`src/rtl/seg4_bus_latch.sv`:
```
module seg4_bus_latch #(
  parameter bit CODE_B = 1'b0,
  parameter int ADDR_W = 2
) (
  input  logic                            clk,
  input  logic                            rst,
  input  logic                            cs_a_n,
  input  logic                            cs_b_n,
  input  logic [3:0]                      din,
  input  logic [ADDR_W-1:0]               addr,
  output logic [(1<<ADDR_W)*7-1:0]        seg_o
);
  localparam int SEG_W  = 7;
  localparam int DIGITS = 1 << ADDR_W;
  localparam int OUT_W  = DIGITS * SEG_W;

  function automatic logic [SEG_W-1:0] decode(input logic [3:0] c);
    case (c)
      4'd0:  decode = 7'h3F;
      4'd1:  decode = 7'h06;
      4'd2:  decode = 7'h5B;
      4'd3:  decode = 7'h4F;
      4'd4:  decode = 7'h66;
      4'd5:  decode = 7'h6D;
      4'd6:  decode = 7'h7D;
      4'd7:  decode = 7'h07;
      4'd8:  decode = 7'h7F;
      4'd9:  decode = 7'h6F;
      4'd10: decode = CODE_B ? 7'h40 : 7'h77;
      4'd11: decode = CODE_B ? 7'h79 : 7'h7C;
      4'd12: decode = CODE_B ? 7'h76 : 7'h39;
      4'd13: decode = CODE_B ? 7'h38 : 7'h5E;
      4'd14: decode = CODE_B ? 7'h73 : 7'h79;
      default: decode = CODE_B ? 7'h00 : 7'h71;
    endcase
  endfunction

  logic              sel_now, sel_q, commit;
  logic [3:0]        buf_d;
  logic [ADDR_W-1:0] buf_a;
  logic [SEG_W-1:0]  pattern;

  assign sel_now = ~cs_a_n & ~cs_b_n;
  assign commit  = sel_q & ~sel_now;
  assign pattern = decode(buf_d);

  always_ff @(posedge clk) begin
    if (rst) begin
      sel_q <= 1'b0;
      buf_d <= '0;
      buf_a <= '0;
    end else begin
      sel_q <= sel_now;
      if (sel_now) begin
        buf_d <= din;
        buf_a <= addr;
      end
    end
  end

  for (genvar g = 0; g < DIGITS; g++) begin : g_digit
    always_ff @(posedge clk) begin
      if (rst)
        seg_o[g*SEG_W +: SEG_W] <= '0;
      else if (commit && buf_a == ADDR_W'(DIGITS-1-g))
        seg_o[g*SEG_W +: SEG_W] <= pattern;
    end
  end

  logic [OUT_W-1:0]  seg_prev;
  logic [DIGITS-1:0] fld_chg;

  always_ff @(posedge clk) begin
    if (rst) seg_prev <= '0;
    else     seg_prev <= seg_o;
  end

  for (genvar g = 0; g < DIGITS; g++) begin : g_chg
    assign fld_chg[g] = seg_o[g*SEG_W +: SEG_W] != seg_prev[g*SEG_W +: SEG_W];
  end

  p_reset_blank_r1: assert property (@(posedge clk) rst |=> seg_o == '0);

  p_buffer_hold_r2: assert property (@(posedge clk) disable iff (rst)
    !sel_now |=> ($stable(buf_d) && $stable(buf_a)));

  p_one_digit_r3: assert property (@(posedge clk) disable iff (rst)
    $onehot0(fld_chg));

  p_hold_r8: assert property (@(posedge clk) disable iff (rst)
    (!sel_q || sel_now) |=> $stable(seg_o));
endmodule

```
`config.mk`:
```
export PLATFORM = sky130hd
export DESIGN_NAME = seg4_bus_latch
export DESIGN_NICKNAME = d
export VERILOG_FILES = /design/src/rtl/seg4_bus_latch.sv
export SDC_FILE = /design/constraint.sdc
export NUM_CORES = 1
export LEC_CHECK = 0
export ABC_AREA = 1
export CAP_MARGIN = 10
export CORE_MARGIN = 5
export CORE_UTILIZATION = 30
export DETAILED_ROUTE_END_ITERATION = 12
export DONT_BUFFER_PORTS = 1
export PLACE_DENSITY = 0.56
export SLEW_MARGIN = 10
export SYNTH_ARGS = -nofsm -noshare
export SYNTH_HDL_FRONTEND = slang
export SYNTH_SLANG_ARGS = --single-unit
```
`constraint.sdc`:
```
create_clock -name clk -period 1.35 [get_ports clk]
set_input_delay 0.0675 -clock clk [delete_from_list [all_inputs] [get_ports clk]]
set_output_delay 0.0675 -clock clk [all_outputs]
set_load 0.01 [all_outputs]
```
Word-level counts from Yosys, hierarchy flattened
Memories as Yosys holds them, arrays and structs flattened. A register that Yosys moved wholly into a read port is not among the register bits.
Index checks and enable logic that the tools add are counted.
{ "classes": {"bitwise_logic": 5, "reduce_logical": 5, "mux": 2, "eq_ne": 3} }
{ "op_table": {"columns": ["cell", "count"], "rows": [
  ["4-bit two-way mux", 2],
  ["2-bit == test (second input constant)", 2],
  ["1-bit logical AND", 4],
  ["1-bit inverter", 3],
  ["1-bit AND", 2],
  ["2-bit by 1-bit == test with 1-bit output (second input constant)", 1],
  ["2-bit logical NOT", 1]
]} }
{ "totals": {"register_bits": 35, "n_memories": 1, "out_inout_bits": 28, "in_bits": 10, "mem_bits_ro": 112, "wordCells": 23} }
{ "memory_table": {"columns": ["memory", "words", "width", "rd", "rd_ports_with_merged_regs", "wr", "line", "text"], "rows": [
  ["(name not given)", 16, 7, 1, 1, 0, "18", "case (c)"]
]} }

Logic depth before layout (Yosys ltp)
Gate-level depths: netlist of run 1.
{ "depth": {"ltp_word": 5, "mapped_depth": 11, "ltp_nobuf": 11} }

Least setup slack after synthesis of run 1
No wires, ideal clock.
{ "synth_path": {"kind": "register -> register", "start": "reg buf_d[1]", "end": "reg, netlist name pattern[4]", "setup_time_ns": 0.112, "t_arrival_ns": 1.314, "n_path_buf": 0, "slack_ns": -0.076, "stages_incl_launch_ff": 11, "period_less_slack_ns": 1.426, "cell_sequence": "dfxtp_1 -> inv_1 -> nand2_1 -> nand3_1 -> inv_1 -> ha_1 -> or2_2 -> nand2_1 -> nand2_1 -> nand2_1 -> nand2_1"} }
{ "synth_via": {"elab_chain_len": 2} }
{ "synth_lines": {"columns": ["item", "line", "text"], "rows": [
  ["from (decl)", "39", "logic [3:0] buf_d;"],
  ["from (signal assigned)", "55", "buf_d <= din;"],
  ["4-bit two-way mux (no source line) (2 in a row)", null, null]
]} }
Every way passes these cells.
A chain may end at the register's enable or synchronous reset.

Final worst setup path of run 1
{ "layout_path": {"start": "reg buf_d[0]", "end": "reg, netlist name pattern[4]"} }
{ "layout_via": {"elab_chain_len": 2} }
{ "layout_lines": {"columns": ["item"], "rows": [
  ["4-bit two-way mux (no source line) (2 in a row)"]
]} }
Every way passes these cells.

==> results of run 1 <==
routing by layer:
layer,global-route usage (%),vias to the layer above,share of wire [%]
met1,13.7,681,44
met5,0,-,0
met4,6.28,0,2.9
li1,-,768,-
met2,18.2,38,46
met3,3.86,11,7.0
cell families (layout without fill, tap and decap cells):
group / Yosys count / count (layout)
AOI/OAI and AO/OA: 40 / 40
adders and majority gates: 7 / 7
buffers and inverters: 33 / 52
DFF: 42 / 42
and+or+nand+nor: 105 / 105
where the power goes:
group | switching, uW | internal, uW | leakage (uW)
combinational | 164 | 117 | 0.000537
clock | 452 | 411 | 0.0000472
sequential | 71.9 | 1290 | 0.000343
total | 688 | 1820 | 0.000927
cells in the final DEF (no fill, tap or decap), drive strengths merged:
cell type and count:
a21oi 15, dlygate4sd3 6, ha 7, nor2 38, or2 1, clkinv 1, nand3 18, buf 12
nand2 39, nor3 2, dfxtp 42, o21ai 25, clkinvlp 1, nand4 7, clkbuf 6, inv 26
flip-flops by register name, indices dropped and copies added (netlist names):
signal	cells
seg_o	28
pattern	7
buf_d	4
buf_a	2
sel_q	1
layout make-up:
type	count	area (um2)
fill	590	3710
multi-input combinational	152	887
sequential	42	843
timing repair buffer	18	150
inverter	26	105
tap	75	93.8
clock buffer	6	82.6
clock inverter	2	12.5
through the flow:
step	power, uW	util (%)	hold WS, ns
2_1_floorplan	1550	-	0.232
3_3_place_gp	1620	33.0	0.139
3_5_place_dp	1620	33.0	0.140
4_1_cts	2500	35.4	0.0570
5_1_grt	2620	36.9	0.0940
6_report	2510	36.9	0.0761
worst max-delay path: cells and delay by family (launching register included):
kind | cells | cell delay (ns)
adders and majority gates | 1 | 0.16
buffers and inverters | 1 | 0.07
DFF | 1 | 0.34
and+or+nand+nor | 7 | 0.61
worst max path at each step:
stage | start | to | cells after the start
floorplan | rst | pattern[4] | 11
global placement | buf_d[1] | pattern[4] | 10
detailed placement | buf_d[1] | pattern[4] | 10
CTS | buf_d[1] | pattern[4] | 10
global route | buf_d[0] | pattern[4] | 9
finish | buf_d[0] | pattern[4] | 9
timing repair:
item | in CTS | in global routing
gates resized for setup | 0 | 16
hold buffers | 5 | 1
buffers inserted | 0 | 3
hold endpoints to repair | 11 | 1
endpoints found under the setup margin | 0 | 10
==> flow_summary.toml, run 1 <==
[global_route]
antenna_found_initial = 0
grt.total_usage_pct = 11.5
grt_pass1_vias = 1444
grt_overflow_total = 0
grt_pass1_wl_mm = 6.85
grt_start_max_net_pins = 32

[synth]
ys_dominant_reg_cell = "dfxtp_1"
synth-adder-area-share_pct = 4.85
synth_cell_type_count = 23
synth_top_area_share_pct = 46.6
syn_area_per_cell_um2 = 7.95
yosys_register_bits = 42
synth_fp_nets = 244
syn-cell-area_um2 = 1810
synth_top_family_by_area = "simple AND/OR/NAND/NOR gates"
yosys-top-cells-area = "dfxtp_1 (47%), nand2_1 (7.3%), o21ai_0 (6.9%), nor2_1 (6.9%), ha_1 (4.9%)"
async_flop_share_pct = 0
synth_seq_area_share_pct = 46.6
syn_inst = 227
synth_xor_xnor_area_share_pct = 0
synth.mux.area_fraction_pct = 0
synth-simple-area-share_pct = 29.6
ys_top_cells_by_count = "dfxtp_1 (42), nand2_1 (35), nor2_1 (33), o21ai_0 (25), inv_1 (22)"
synth.most_common_cell = "dfxtp_1"
synth_top_cell_by_area = "dfxtp_1"
synth-edff-count = 0
synth_warnings = 0
synth-compound-area-share_pct = 11.1

[clocking]
clock_sinks = 42
clkTransAtPathRegs_ns = 0.08
htreeDepth = 2
cts.path.max_buffers = 2
cts_made_buffers = 5
cts_root_buf = "clkbuf_8"
clkLatencyLatePin_ns = 0.30
cts_tree = "done"

[floorplanning]
fp-row-count = 28
die_area_um2 = 7670
core_area_um2 = 5890
die_x_um = 87.6
die-height_um = 87.6
io_pins = 38
initial_core_util_pct = 30.7

[run]
maxCapViolations = 0

[drt]
wl_per_cell_um = 13.0
vias_per_cell = 4.67
first_pass_iters = 4
routed_wirelength_mm = 4.16
ant_nets = 0
first_iter_violations = 102
vias = 1498
drc = 0

[worst_setup_path]
reg2reg_slack_ns = 0.08
slowest_delay_ns = 0.34
reg2reg_to = "pattern[4]"
path_cells = "nor2_4 > nor2_4 > inv_4 > ha_4 > or2_4 > nand2_1 > nand2_1 > nand2_1 > nand2_1"
cp-start-kind = "register"
arrival_ns = 1.48
critical_path_required_ns = 1.55
endpoint_kind = "register"
r2r_start = "buf_d[0]"
path_max_fanout = 5
crit_type = "register to register"
cp_slowest_cell = "dfxtp_2"
ff2ff_path_depth = 9
cpMostUsedCell = "nand2_1"

[layout]
nets = 262
stdcell_count = 321
fin_area_um2 = 2170
drive_above_1_share_pct = 20.3
area_growth_pct = 20.4
num_antenna_cells = 0

[timing]
period_minus_slack_ns = 1.27
finClkSkew_ns = 0.0114
worst_slack_ns = 0.0757
maxSlewViolCount = 0
fin_setup_tns_ns = 0
fmax_ghz = 0.785
post-route-period-util_pct = 94.4
worst_pin_slew_ns = 0.273
rsz0062_at_grt = "no"
setup_viol = 0
hold_violations = 0
relSlewSlack_pct = 81.8

[status]
status = "finished, final reports clean"

[min_path]
worstHoldEndpoint = "buf_d[3]"
hold_start = "din[3]"
hp-class = "input port to register"
whs_path_depth = 4

[place]
detailed_place_hpwl_mm = 2.86
place.gp.congestion = 0.825
place_inst = 304
dpl_cell_area_um2 = 1940
io_buffers = 0
pre_cts_slack_ns = 0.0196

[pwr]
p_leak_uw = 0.000927
ir_drop_v = 0.000587
pwr_density_cell_nw_per_um2 = 1150
Note: power is estimated with default switching activity, not from simulation.
==> run 2, diff against run 1 <==
--- a/config.mk
+++ b/config.mk
@@ -7,11 +7,11 @@
 export LEC_CHECK = 0
 export ABC_AREA = 1
 export CAP_MARGIN = 10
-export CORE_MARGIN = 5
-export CORE_UTILIZATION = 30
+export CORE_MARGIN = 10
+export CORE_UTILIZATION = 35
 export DETAILED_ROUTE_END_ITERATION = 12
 export DONT_BUFFER_PORTS = 1
-export PLACE_DENSITY = 0.56
+export PLACE_DENSITY = 0.6
 export SLEW_MARGIN = 10
 export SYNTH_ARGS = -nofsm -noshare
 export SYNTH_HDL_FRONTEND = slang
==> constraint.sdc (replaced) <==
create_clock -name clk -period 1.2 [get_ports clk]
set_input_delay 0.06 -clock clk [delete_from_list [all_inputs] [get_ports clk]]
set_output_delay 0.06 -clock clk [all_outputs]
set_load 0.01 [all_outputs]
==> flow_summary.toml, run 2 (synthesis results as in run 1) <==
[timing]
period_minus_slack_ns = 1.24
post-route-period-util_pct = 103
maxSlewViolCount = 0
fmax_ghz = 0.807
rsz0062_at_grt = "yes"
hold_violations = 0
worst_pin_slew_ns = 0.284
finClkSkew_ns = 0.00236
worst_slack_ns = -0.0384
setup_viol = 1
relSlewSlack_pct = 81.1

[layout]
nFillCells = 515
drive_above_1_share_pct = 22.7
final_common_cell = "dfxtp_1"
nets = 264
largest_register_ff_count = 28
regMostFlops = "seg_o"
layout_common_cells = "dfxtp_1 (39), nand2_1 (31), nor2_1 (30)"
area_growth_pct = 24.3
stdcell_count = 317
fin_area_um2 = 2240
final_util_pct = 44.5
num_antenna_cells = 0

[global_route]
grt_pass1_wl_mm = 6.95
antenna_found_initial = 0
grt_overflow_total = 0
grt_start_max_net_pins = 32
grt.total_usage_pct = 10.0
grt_pass1_vias = 1415

[place]
io_buffers = 0
pre_cts_slack_ns = -0.0224
place_inst = 303
place.gp.congestion = 0.804
dpl_cell_area_um2 = 2020
detailed_place_hpwl_mm = 3.11

[worst_setup_path]
path_cells = "nor2_4 > nor2_4 > inv_4 > ha_4 > or2_4 > nand2_2 > nand2_1 > nand2_1 > nand2_1"
crit_path_start = "buf_d[0]"
path_max_fanout = 5
path_depth = 9
cp-start-kind = "register"
cp_slowest_cell = "dfxtp_2"
endpoint_kind = "register"
ff2ff_path_depth = 9
r2r_start = "buf_d[0]"
cpMostUsedCell = "nand2_1"
crit_type = "register to register"
arrival_ns = 1.43
path_buf_inv = 1
critical_path_required_ns = 1.39
slowest_delay_ns = 0.34
critPathTopFamily = "simple AND/OR/NAND/NOR gates"
reg2reg_slack_ns = -0.04

[clocking]
clkLatencyLatePin_ns = 0.29
cts_made_buffers = 5
cts_tree = "done"
cts_root_buf = "clkbuf_8"
clkTransAtPathRegs_ns = 0.07
htreeDepth = 2
cts.path.max_buffers = 2
clock_sinks = 42

[pwr]
p_leak_uw = 0.000961
ir_drop_v = 0.000779
pwr_density_cell_nw_per_um2 = 1330
total_power_uw = 2990

[floorplanning]
io_pins = 38
die-height_um = 91.8
fp-row-count = 26
core_area_um2 = 5040
initial_core_util_pct = 35.8
die_area_um2 = 8430
die_x_um = 91.8

[drt]
vias_per_cell = 4.64
first_pass_iters = 4
ant_nets = 0
first_iter_violations = 84
routed_wirelength_mm = 4.16
wl_per_cell_um = 13.1
vias = 1472
drc = 0

[min_path]
hold_start = "din[3]"
hp-class = "input port to register"
whs_path_depth = 4

[run]
maxCapViolations = 0

[status]
status = "complete, but fails checks"
violations = "negative setup slack"
-- run 2: cell types whose count changed in the layout (fill, tap and decap cells not counted), moves of 2 or more --
cell     previous run  this run
nand2_1            33        31
nand2_4             0         2
buf_6               0         2
ha_1                5         3
-- run 2: final cells by class --
cell class / instances / area [um2] / share of cell area (%)
sequential: 42 / 847 / 37.7
tap: 70 / 87.6 / 3.90
multi-input combinational: 152 / 915 / 40.7
timing repair buffer: 20 / 173 / 7.69
inverter: 26 / 110 / 4.91
clock inverter: 1 / 30.0 / 1.34
clock buffer: 6 / 82.6 / 3.68
-- run 2: report_power, final --
group / leakage (uW) / internal, uW / total (uW) / switching [uW]
clock: 0.0000573 / 666 / 1130 / 459
sequential: 0.000344 / 1460 / 1530 / 76.7
combinational: 0.000560 / 138 / 329 / 190
total: 0.000961 / 2260 / 2990 / 727
-- run 2: layer usage --
layer,GRT usage (%),up-vias,wire (um)
li1,-,769,-
met4,4.11,0,65
met1,11.1,665,1790
met2,17.0,32,2010
met3,3.83,6,298
met5,0,-,0
-- run 2: tightest hold or removal path: stages --
cell and delay, ns:
inv_1 0.03, nand2_1 0.05, nand2_2 0.10, nor2_8 0.06
-- run 2: path summary, 6_finish.rpt --
kind	to
setup / recovery	pattern[4]
hold / removal	buf_d[3]
setup reg to reg	pattern[4]
hold reg to reg	seg_o[12]
-- run 2: what timing repair did --
action                                  4_1_cts  5_1_grt
endpoints found under the setup margin        2       19
buffers inserted                              0        1
gates resized for setup                       0       12
pin swaps                                     0        8
hold buffers                                  6        0
hold endpoints to repair                     11        0
-- run 2: metrics by stage --
step           hold slack (ns)  TNS (ns)
2_1_floorplan            0.226   -0.0440
3_3_place_gp             0.134  -0.00852
3_5_place_dp             0.134   -0.0445
4_1_cts                 0.0641   -0.0669
5_1_grt                 0.0876    -0.481
6_report                0.0702   -0.0384
==> run 3, diff against run 2 <==
==> constraint.sdc (replaced) <==
create_clock -name clk -period 1.14 [get_ports clk]
set_input_delay 0.057 -clock clk [delete_from_list [all_inputs] [get_ports clk]]
set_output_delay 0.057 -clock clk [all_outputs]
set_load 0.01 [all_outputs]
==> flow_summary.toml, run 3 (synthesis results as in run 1) <==
[status]
status = "complete, but fails checks"
violations = "negative hold slack, negative setup slack"

[clocking]
cts_made_buffers = 5
cts.path.max_buffers = 2
clkLatencyLatePin_ns = 0.29
clkTransAtPathRegs_ns = 0.08
cts_root_buf = "clkbuf_8"
clock_sinks = 42
htreeDepth = 2
cts_tree = "done"

[global_route]
use_met1_pct = 11.8
grt_start_max_net_pins = 24
met2_usage_pct = 17.4
use_met3_pct = 4.81
top_usage_layer = "met2"
grt_overflow_total = 0
grt_pass1_vias = 1487
antenna_found_initial = 0
grt.total_usage_pct = 10.7
grt_pass1_wl_mm = 7.25

[timing]
maxSlewViolCount = 0
timing.hold.ws_ns = -0.000158
worst_slack_ns = -0.120
rsz0062_at_grt = "yes"
setup_viol = 7
worst_pin_slew_ns = 0.255
period_minus_slack_ns = 1.26
post-route-period-util_pct = 110
relSlewSlack_pct = 83.0
fmax_ghz = 0.794
fin_setup_tns_ns = -0.378
hold_violations = 1
finClkSkew_ns = 0.00662

[pwr]
clkPwrFrac_pct = 33.8
seqPwrFrac_pct = 53.9
pwr_density_cell_nw_per_um2 = 1320
swShare_pct = 27.4
p_leak_uw = 0.000959
p_switching_uw = 824
ir_drop_v = 0.000707
combPwrFrac_pct = 12.4
p_int_uw = 2190

[worst_setup_path]
cpMostUsedCell = "nand2_1"
cp_slowest_cell = "dfxtp_2"
path_cells = "nor2_4 > nor2_4 > inv_4 > ha_4 > or2_4 > nand2_2 > nand2_1 > nand2_1 > nand2_1"
cp-start-kind = "register"
crit_type = "register to register"
endpoint_kind = "register"
arrival_ns = 1.45
path_max_fanout = 5
critical_path_required_ns = 1.33
reg2reg_slack_ns = -0.12
r2r_start = "buf_d[0]"
critPathTopFamily = "simple AND/OR/NAND/NOR gates"
path_buf_inv = 1
reg2reg_to = "pattern[4]"
ff2ff_path_depth = 9
slowest_delay_ns = 0.34

[run]
maxCapViolations = 0

[drt]
vias = 1516
wl_per_cell_um = 14.3
first_pass_iters = 4
routed_wirelength_mm = 4.58
drc = 0
vias_per_cell = 4.74
first_iter_violations = 68
ant_nets = 0

[floorplanning]
die_x_um = 91.8
initial_core_util_pct = 35.8
die_area_um2 = 8430
fp-row-count = 26
io_pins = 38
core_area_um2 = 5040
die-height_um = 91.8

[layout]
drive_above_1_share_pct = 26.8
num_antenna_cells = 0
layout_common_cells = "dfxtp_1 (38), nand2_1 (31), nor2_1 (31)"
final_util_pct = 45.1
area_growth_pct = 26.0
regMostFlops = "seg_o"
largest_register_ff_count = 28
final_common_cell = "dfxtp_1"
nets = 266

[min_path]
hold_start = "cs_b_n"
hp-class = "input port to register"
worstHoldEndpoint = "buf_d[0]"
whs_path_depth = 3

[place]
io_buffers = 0
place.gp.congestion = 0.765
detailed_place_hpwl_mm = 3.23
## run 3: cell count changes in the layout (fill, tap and decap cells not counted), moves of 3 or more
cell / before / now
a21oi_2: 0 / 4
o21ai_1: 0 / 6
o21ai_0: 25 / 18
nand3_2: 1 / 4
a21oi_1: 15 / 11
## run 3: area by class of cell
cell class	instances	area (um2)
sequential	42	848
multi-input combinational	153	956
timing repair buffer	21	178
clock buffer	7	86.3
tap	70	87.6
inverter	26	110
fill	512	2770
clock inverter	1	8.76
## run 3: how the worst max path moves through the flow
stage          cells past startpoint     start  slack (ns)          to
2_1_floorplan                      9  buf_d[0]       -0.09  pattern[4]
3_3_place_gp                       9  buf_d[0]       -0.07  pattern[4]
3_5_place_dp                       9  buf_d[0]        -0.1  pattern[4]
4_1_cts                            9  buf_d[0]       -0.11  pattern[4]
5_1_grt                            9  buf_d[0]       -0.21  pattern[4]
6_report                           9  buf_d[0]       -0.12  pattern[4]
## run 3: stage by stage
step	instance area (um2)	instances	setup WS [ns]	total power [uW]
global route	2270	320	-0.211	3160
global placement	2030	304	-0.0689	1970
finish	2270	320	-0.120	3010
CTS	2180	317	-0.107	3010
detailed placement	2030	304	-0.0953	1970
floorplan	1890	227	-0.0947	1870
## run 3: routing by layer
layer	routed length [um]	vias up
met5	0	-
met4	91	0
met3	375	9
met2	2190	46
met1	1920	686
li1	-	775
## run 3: power groups by stage
stage / clock [uW] / sequential (uW) / combinational (uW)
after floorplan: 0 / 1620 / 254
after detailed placement: 0 / 1650 / 319
final: 1020 / 1620 / 372
after global routing: 1110 / 1630 / 418
after global placement: 0 / 1650 / 314
after CTS: 1050 / 1620 / 338
## run 3: repair_timing
| item | in CTS | in global routing |
|---|---|---|
| pin swaps | 0 | 7 |
| endpoints found under the hold margin | 11 | 0 |
| gates cloned | 0 | 1 |
| hold buffers | 5 | 0 |
| endpoints found under the setup margin | 11 | 35 |
| resized for setup | 1 | 26 |
| setup buffers | 0 | 2 |
## run 3: worst min-delay path, stage by stage
cell,delay (ns)
nor2_8,0.02
nor2_4,0.12
nor2_1,0.05
